File: src/rtl/boot_pkg.sv
package boot_pkg;

    typedef enum logic [1:0] {
        MODE_FLASH = 2'b00,
        MODE_SYS   = 2'b01,
        MODE_SRAM  = 2'b11
    } boot_mode_e;

    typedef enum logic {
        ST_COUNT = 1'b0,
        ST_RUN   = 1'b1
    } seq_state_e;

    function automatic boot_mode_e decode_sel(input logic pri, input logic sec);
        if (!pri)     return MODE_FLASH;
        else if (sec) return MODE_SRAM;
        else          return MODE_SYS;
    endfunction

endpackage

File: src/rtl/boot_seq_fsm.sv
module boot_seq_fsm #(
    parameter int SAMPLE_EDGE = 4
) (
    input  logic clk,
    input  logic rst_n,
    input  logic wake_i,
    output logic capture_o,
    output logic done_o,
    output logic run_o
);
    import boot_pkg::*;

    localparam int CW = $clog2(SAMPLE_EDGE + 1);
    localparam logic [CW-1:0] LAST = CW'(SAMPLE_EDGE - 1);

    seq_state_e     state_q, state_d;
    logic [CW-1:0]  cnt_q, cnt_d;
    logic           done_q;

    // next-state logic
    always_comb begin
        state_d   = state_q;
        cnt_d     = cnt_q;
        capture_o = 1'b0;
        if (wake_i) begin
            state_d = ST_COUNT;
            cnt_d   = '0;
        end else begin
            unique case (state_q)
                ST_COUNT: begin
                    if (cnt_q == LAST) begin
                        capture_o = 1'b1;
                        state_d   = ST_RUN;
                        cnt_d     = '0;
                    end else begin
                        cnt_d = cnt_q + 1'b1;
                    end
                end
                ST_RUN: begin
                    state_d = ST_RUN;
                end
                default: state_d = ST_COUNT;
            endcase
        end
    end

    // state register
    always_ff @(posedge clk or negedge rst_n) begin
        if (!rst_n) begin
            state_q <= ST_COUNT;
            cnt_q   <= '0;
            done_q  <= 1'b0;
        end else begin
            state_q <= state_d;
            cnt_q   <= cnt_d;
            done_q  <= capture_o;
        end
    end

    // outputs
    always_comb begin
        run_o  = (state_q == ST_RUN);
        done_o = done_q;
    end

endmodule

File: src/rtl/boot_mode_reg.sv
module boot_mode_reg (
    input  logic       clk,
    input  logic       rst_n,
    input  logic       capture_i,
    input  logic       pri_i,
    input  logic       sec_i,
    output logic [1:0] mode_o
);
    import boot_pkg::*;

    boot_mode_e mode_q;

    always_ff @(posedge clk or negedge rst_n) begin
        if (!rst_n)         mode_q <= MODE_FLASH;
        else if (capture_i) mode_q <= decode_sel(pri_i, sec_i);
    end

    assign mode_o = mode_q;

endmodule

File: src/rtl/boot_addr_remap.sv
module boot_addr_remap #(
    parameter int ADDR_W      = 32,
    parameter int REGION_BITS = 3
) (
    input  logic [ADDR_W-1:0]             addr_i,
    input  logic [1:0]                    mode_i,
    output logic                          hit_o,
    output logic [1:0]                    tgt_o,
    output logic [ADDR_W-REGION_BITS-1:0] off_o
);
    import boot_pkg::*;

    localparam logic [REGION_BITS-1:0] CODE_RGN = '0;
    localparam logic [REGION_BITS-1:0] DATA_RGN = REGION_BITS'(1);

    logic [REGION_BITS-1:0] rgn;

    always_comb begin
        rgn   = addr_i[ADDR_W-1 -: REGION_BITS];
        off_o = addr_i[ADDR_W-REGION_BITS-1:0];
        hit_o = 1'b0;
        tgt_o = 2'b00;
        if (rgn == CODE_RGN) begin
            hit_o = 1'b1;
            tgt_o = mode_i;
        end else if (rgn == DATA_RGN) begin
            hit_o = 1'b1;
            tgt_o = MODE_SRAM;
        end
    end

endmodule

File: src/rtl/boot_remap_top.sv
module boot_remap_top #(
    parameter int SAMPLE_EDGE = 4,
    parameter int ADDR_W      = 32,
    parameter int REGION_BITS = 3
) (
    input  logic                          clk,
    input  logic                          rst_n,
    input  logic                          standby_exit_i,
    input  logic                          sel_pri_i,
    input  logic                          sel_sec_i,
    output logic [1:0]                    mode_o,
    output logic                          sample_done_o,
    output logic                          pin_release_o,
    output logic                          fetch_en_o,
    input  logic [ADDR_W-1:0]             addr_i,
    output logic                          hit_o,
    output logic [1:0]                    tgt_o,
    output logic [ADDR_W-REGION_BITS-1:0] off_o
);
    logic capture;
    logic run;

    boot_seq_fsm #(.SAMPLE_EDGE(SAMPLE_EDGE)) u_seq (
        .clk       (clk),
        .rst_n     (rst_n),
        .wake_i    (standby_exit_i),
        .capture_o (capture),
        .done_o    (sample_done_o),
        .run_o     (run)
    );

    boot_mode_reg u_mode (
        .clk       (clk),
        .rst_n     (rst_n),
        .capture_i (capture),
        .pri_i     (sel_pri_i),
        .sec_i     (sel_sec_i),
        .mode_o    (mode_o)
    );

    boot_addr_remap #(.ADDR_W(ADDR_W), .REGION_BITS(REGION_BITS)) u_remap (
        .addr_i (addr_i),
        .mode_i (mode_o),
        .hit_o  (hit_o),
        .tgt_o  (tgt_o),
        .off_o  (off_o)
    );

    assign fetch_en_o    = run;
    assign pin_release_o = run;

endmodule

File: config.mk
export PLATFORM = sky130hd
export DESIGN_NAME = boot_remap_top
export DESIGN_NICKNAME = d
export VERILOG_FILES = /design/src/rtl/boot_pkg.sv /design/src/rtl/boot_seq_fsm.sv /design/src/rtl/boot_mode_reg.sv /design/src/rtl/boot_addr_remap.sv /design/src/rtl/boot_remap_top.sv
export SDC_FILE = /design/constraint.sdc
export NUM_CORES = 1
export LEC_CHECK = 0
export BUFFER_PORTS_ARGS = -buffer_cell sky130_fd_sc_hd__clkbuf_2
export CAP_MARGIN = 10
export CORE_UTILIZATION = 32
export DETAILED_ROUTE_END_ITERATION = 12
export PLACE_DENSITY = 0.83
export SYNTH_ARGS = -nofsm -noshare
export SYNTH_HDL_FRONTEND = slang
export SYNTH_HIERARCHICAL = 1
export SYNTH_SLANG_ARGS = --single-unit
File: constraint.sdc
create_clock -name clk -period 2.4 [get_ports clk]
set_clock_uncertainty 0.05 [all_clocks]
set_input_delay 0.12 -clock clk [delete_from_list [all_inputs] [get_ports clk]]
set_output_delay 0.12 -clock clk [all_outputs]
set_load 0.03 [all_outputs]
==> run metrics <==
outcome=complete, no violations; sequential area share after synthesis=0.328; fin nets=85; vias per cell=4.65; P_leak=0.227 nW; layout cells sized above 1=0.435; Critical Path RT=2.48 ns; drt wl/cell=11.6 um; root buffer cell=clkbuf_4; layout filler cell count=175; DR vias=288; clock share of power=0.250; Ys Warns=6; I/O pins=74; Starting DRT DRC Count=2; Initial Util=0.347; cell count after synthesis=56; CTS Hold Bufs=1; vias in the first global route=281; Antenna Diode Count=0; min Tclk post-route=1.63 ns; TritonCTS clock tree=yes; largest net degree at the start of global routing=8; clk_lat worst skew=0.25 ns; Syn Nets=94; H-tree Lvls=1; MaxCap Viol Count=0; height of the die=42.9 um; Critical Path Start=u_seq/cnt_q[0]; Data arrival, critical path=1.71 ns; Rel. slew slack=0.555; initial antenna violation count=0; Sink Count=7; Int Power=0.000269 W; flops & latches, synth=7; Area Overhead vs Synth=-17.6%; Worst IR Drop VDD=0.200 mV; r2r endpoint=u_mode/mode_o[0]; # rows=14; CORE AREA=1540 um2; fmax=615 MHz; Comb power frac=0.348; Syn Area/Cell=9.54 um2; sw frac=0.373; crit end category=flip-flop; Tightest Hold Check Type=in -> reg; Hold Path Sink=u_seq/run_o; Num CTS Buffers=3; final worst path period share=0.677; hold wc startpoint=standby_exit_i; Total Wirelength=717 um; Max Slew Vio Count=0; R2R Path Start=u_seq/cnt_q[0]; clk slew on worst S/H paths=0.05 ns; GRT Total Usage=0.0827; post-DP HPWL=580 um; sequential share of power=0.402; Finish-stage setup viols=0; number of buffers added for setup after CTS=0; Fin. Hold Viols=0; pwr dens=973 nW/um2; die area=1840 um2; Die X=42.9 um; drt first pass iters=3; DRC viols=0; total power=0.000428 W; Reg2Reg Depth=3; Worst Tran Pin Value=0.659 ns; hold path depth=2; setup TNS=0 ns; unrepaired setup endpoints after global routing=no; crit path kind=reg -> reg; Netlist cell types=17; GPL Wtd Cong=0.686; gr ovfl total=0; post_cts resized=0; switching power total=0.000160 W; antenna-violating nets left=0; flop2flop setup slack=0.77 ns; global-route wire length before repair=1050 um; Max FO, Critical Path=4; Post-Synthesis Cell Area=534 um2; crit path launch type=flip-flop; Longest Clk Path Bufs=2; number of I/O port buffers=15
==> sequential cells by signal, summed over array words and instances (netlist names) <==
register and count:
u_seq/cnt_q 3, u_seq/done_o 1, u_mode/mode_o 2, u_seq/run_o 1
==> how the worst max path moves through the flow <==
| stage | slack (ns) | end |
|---|---|---|
| after global routing | 0.66 | u_mode/mode_o[0] |
| final | 0.77 | u_mode/mode_o[0] |
| after CTS | 0.76 | u_mode/mode_o[0] |
| after detailed placement | 0.76 | u_mode/mode_o[0] |
| after floorplan | 0.83 | u_mode/mode_o[0] |
| after global placement | 0.82 | u_mode/mode_o[0] |
==> per-layer routing <==
layer	vias up	wire length, um	global-route usage
met2	24	363	0.121
met4	0	4	0.0875
met3	2	105	0.0681
met5	-	0	0
met1	129	244	0.0628
li1	133	-	-
==> cell families (layout without fill, tap and decap cells) <==
logic type,Yosys count,in the layout,share of synthesized area
flops,7,7,0.328
compound gates,6,6,0.0773
simple gates,7,7,0.0820
mux,2,2,0.0468
fa+ha+maj,1,1,0.0234
buf+inv,33,23,0.443
==> synthesized netlist by cell type (all sizes together) <==
cell / n / area, um2
dfrtp: 7 / 175
and3b: 1 / 8.76
nor2: 3 / 13.8
or2b: 1 / 7.51
mux2: 1 / 15.0
o21ai: 1 / 5.00
a31o: 1 / 8.76
ha: 1 / 12.5
nand3: 1 / 5.00
mux2i: 1 / 10.0
buf: 30 / 225
a211oi: 1 / 7.51
a21oi: 1 / 5.00
o21a: 2 / 15.0
inv: 3 / 11.3
nor4b: 1 / 8.76
==> placed cells by master (no fill, tap or decap) <==
master,synthesis,layout
ha_1,1,1
mux2i_1,1,1
a21oi_1,1,1
a31o_1,1,1
clkbuf_1,0,1
nor2_1,2,2
mux2_4,1,1
o21ai_0,1,1
clkbuf_4,0,3
dlygate4sd3_1,0,1
nor2_2,1,1
dfrtp_1,7,7
a211oi_1,1,1
nand3_1,1,1
or2b_1,1,1
and3b_1,1,1
inv_1,3,3
nor4b_1,1,1
o21a_1,2,2
clkbuf_2,0,15
==> worst max-delay path: stages (launching register included) <==
cell	delay, ns
dfrtp_1	0.37
ha_1	0.19
nor4b_1	0.56
mux2_4	0.35
==> power groups by stage <==
stage                     clock, W  combinational [W]  sequential [W]
after floorplan                  0           0.000158        0.000211
after global placement           0           0.000146        0.000172
after detailed placement         0           0.000150        0.000176
after CTS                 0.000113           0.000151        0.000174
after global routing      0.000118           0.000162        0.000178
final                     0.000107           0.000149        0.000172
==> through the flow <==
| step | util | hold slack [ns] | cells | cell area, um2 | setup slack, ns |
|---|---|---|---|---|---|
| after global placement | 0.262 | -0.0889 | 57 | 404 | 0.816 |
| after CTS | 0.286 | 0.0446 | 62 | 440 | 0.761 |
| after floorplan | - | -0.226 | 56 | 534 | 0.828 |
| final | 0.286 | 0.0546 | 62 | 440 | 0.774 |
| after global routing | 0.286 | 0.0518 | 62 | 440 | 0.660 |
| after detailed placement | 0.262 | -0.0809 | 57 | 404 | 0.762 |
==> layout make-up <==
type                       count  area, um2  share of cell area
clock buffer                   4       26.3              0.0597
inverter                       3       11.3              0.0256
multi-input combinational     16        123               0.278
sequential                     7        175               0.398
tap                           16       20.0              0.0455
timing repair buffer          16       85.1               0.193
Power figures use the tool's default switching activity.
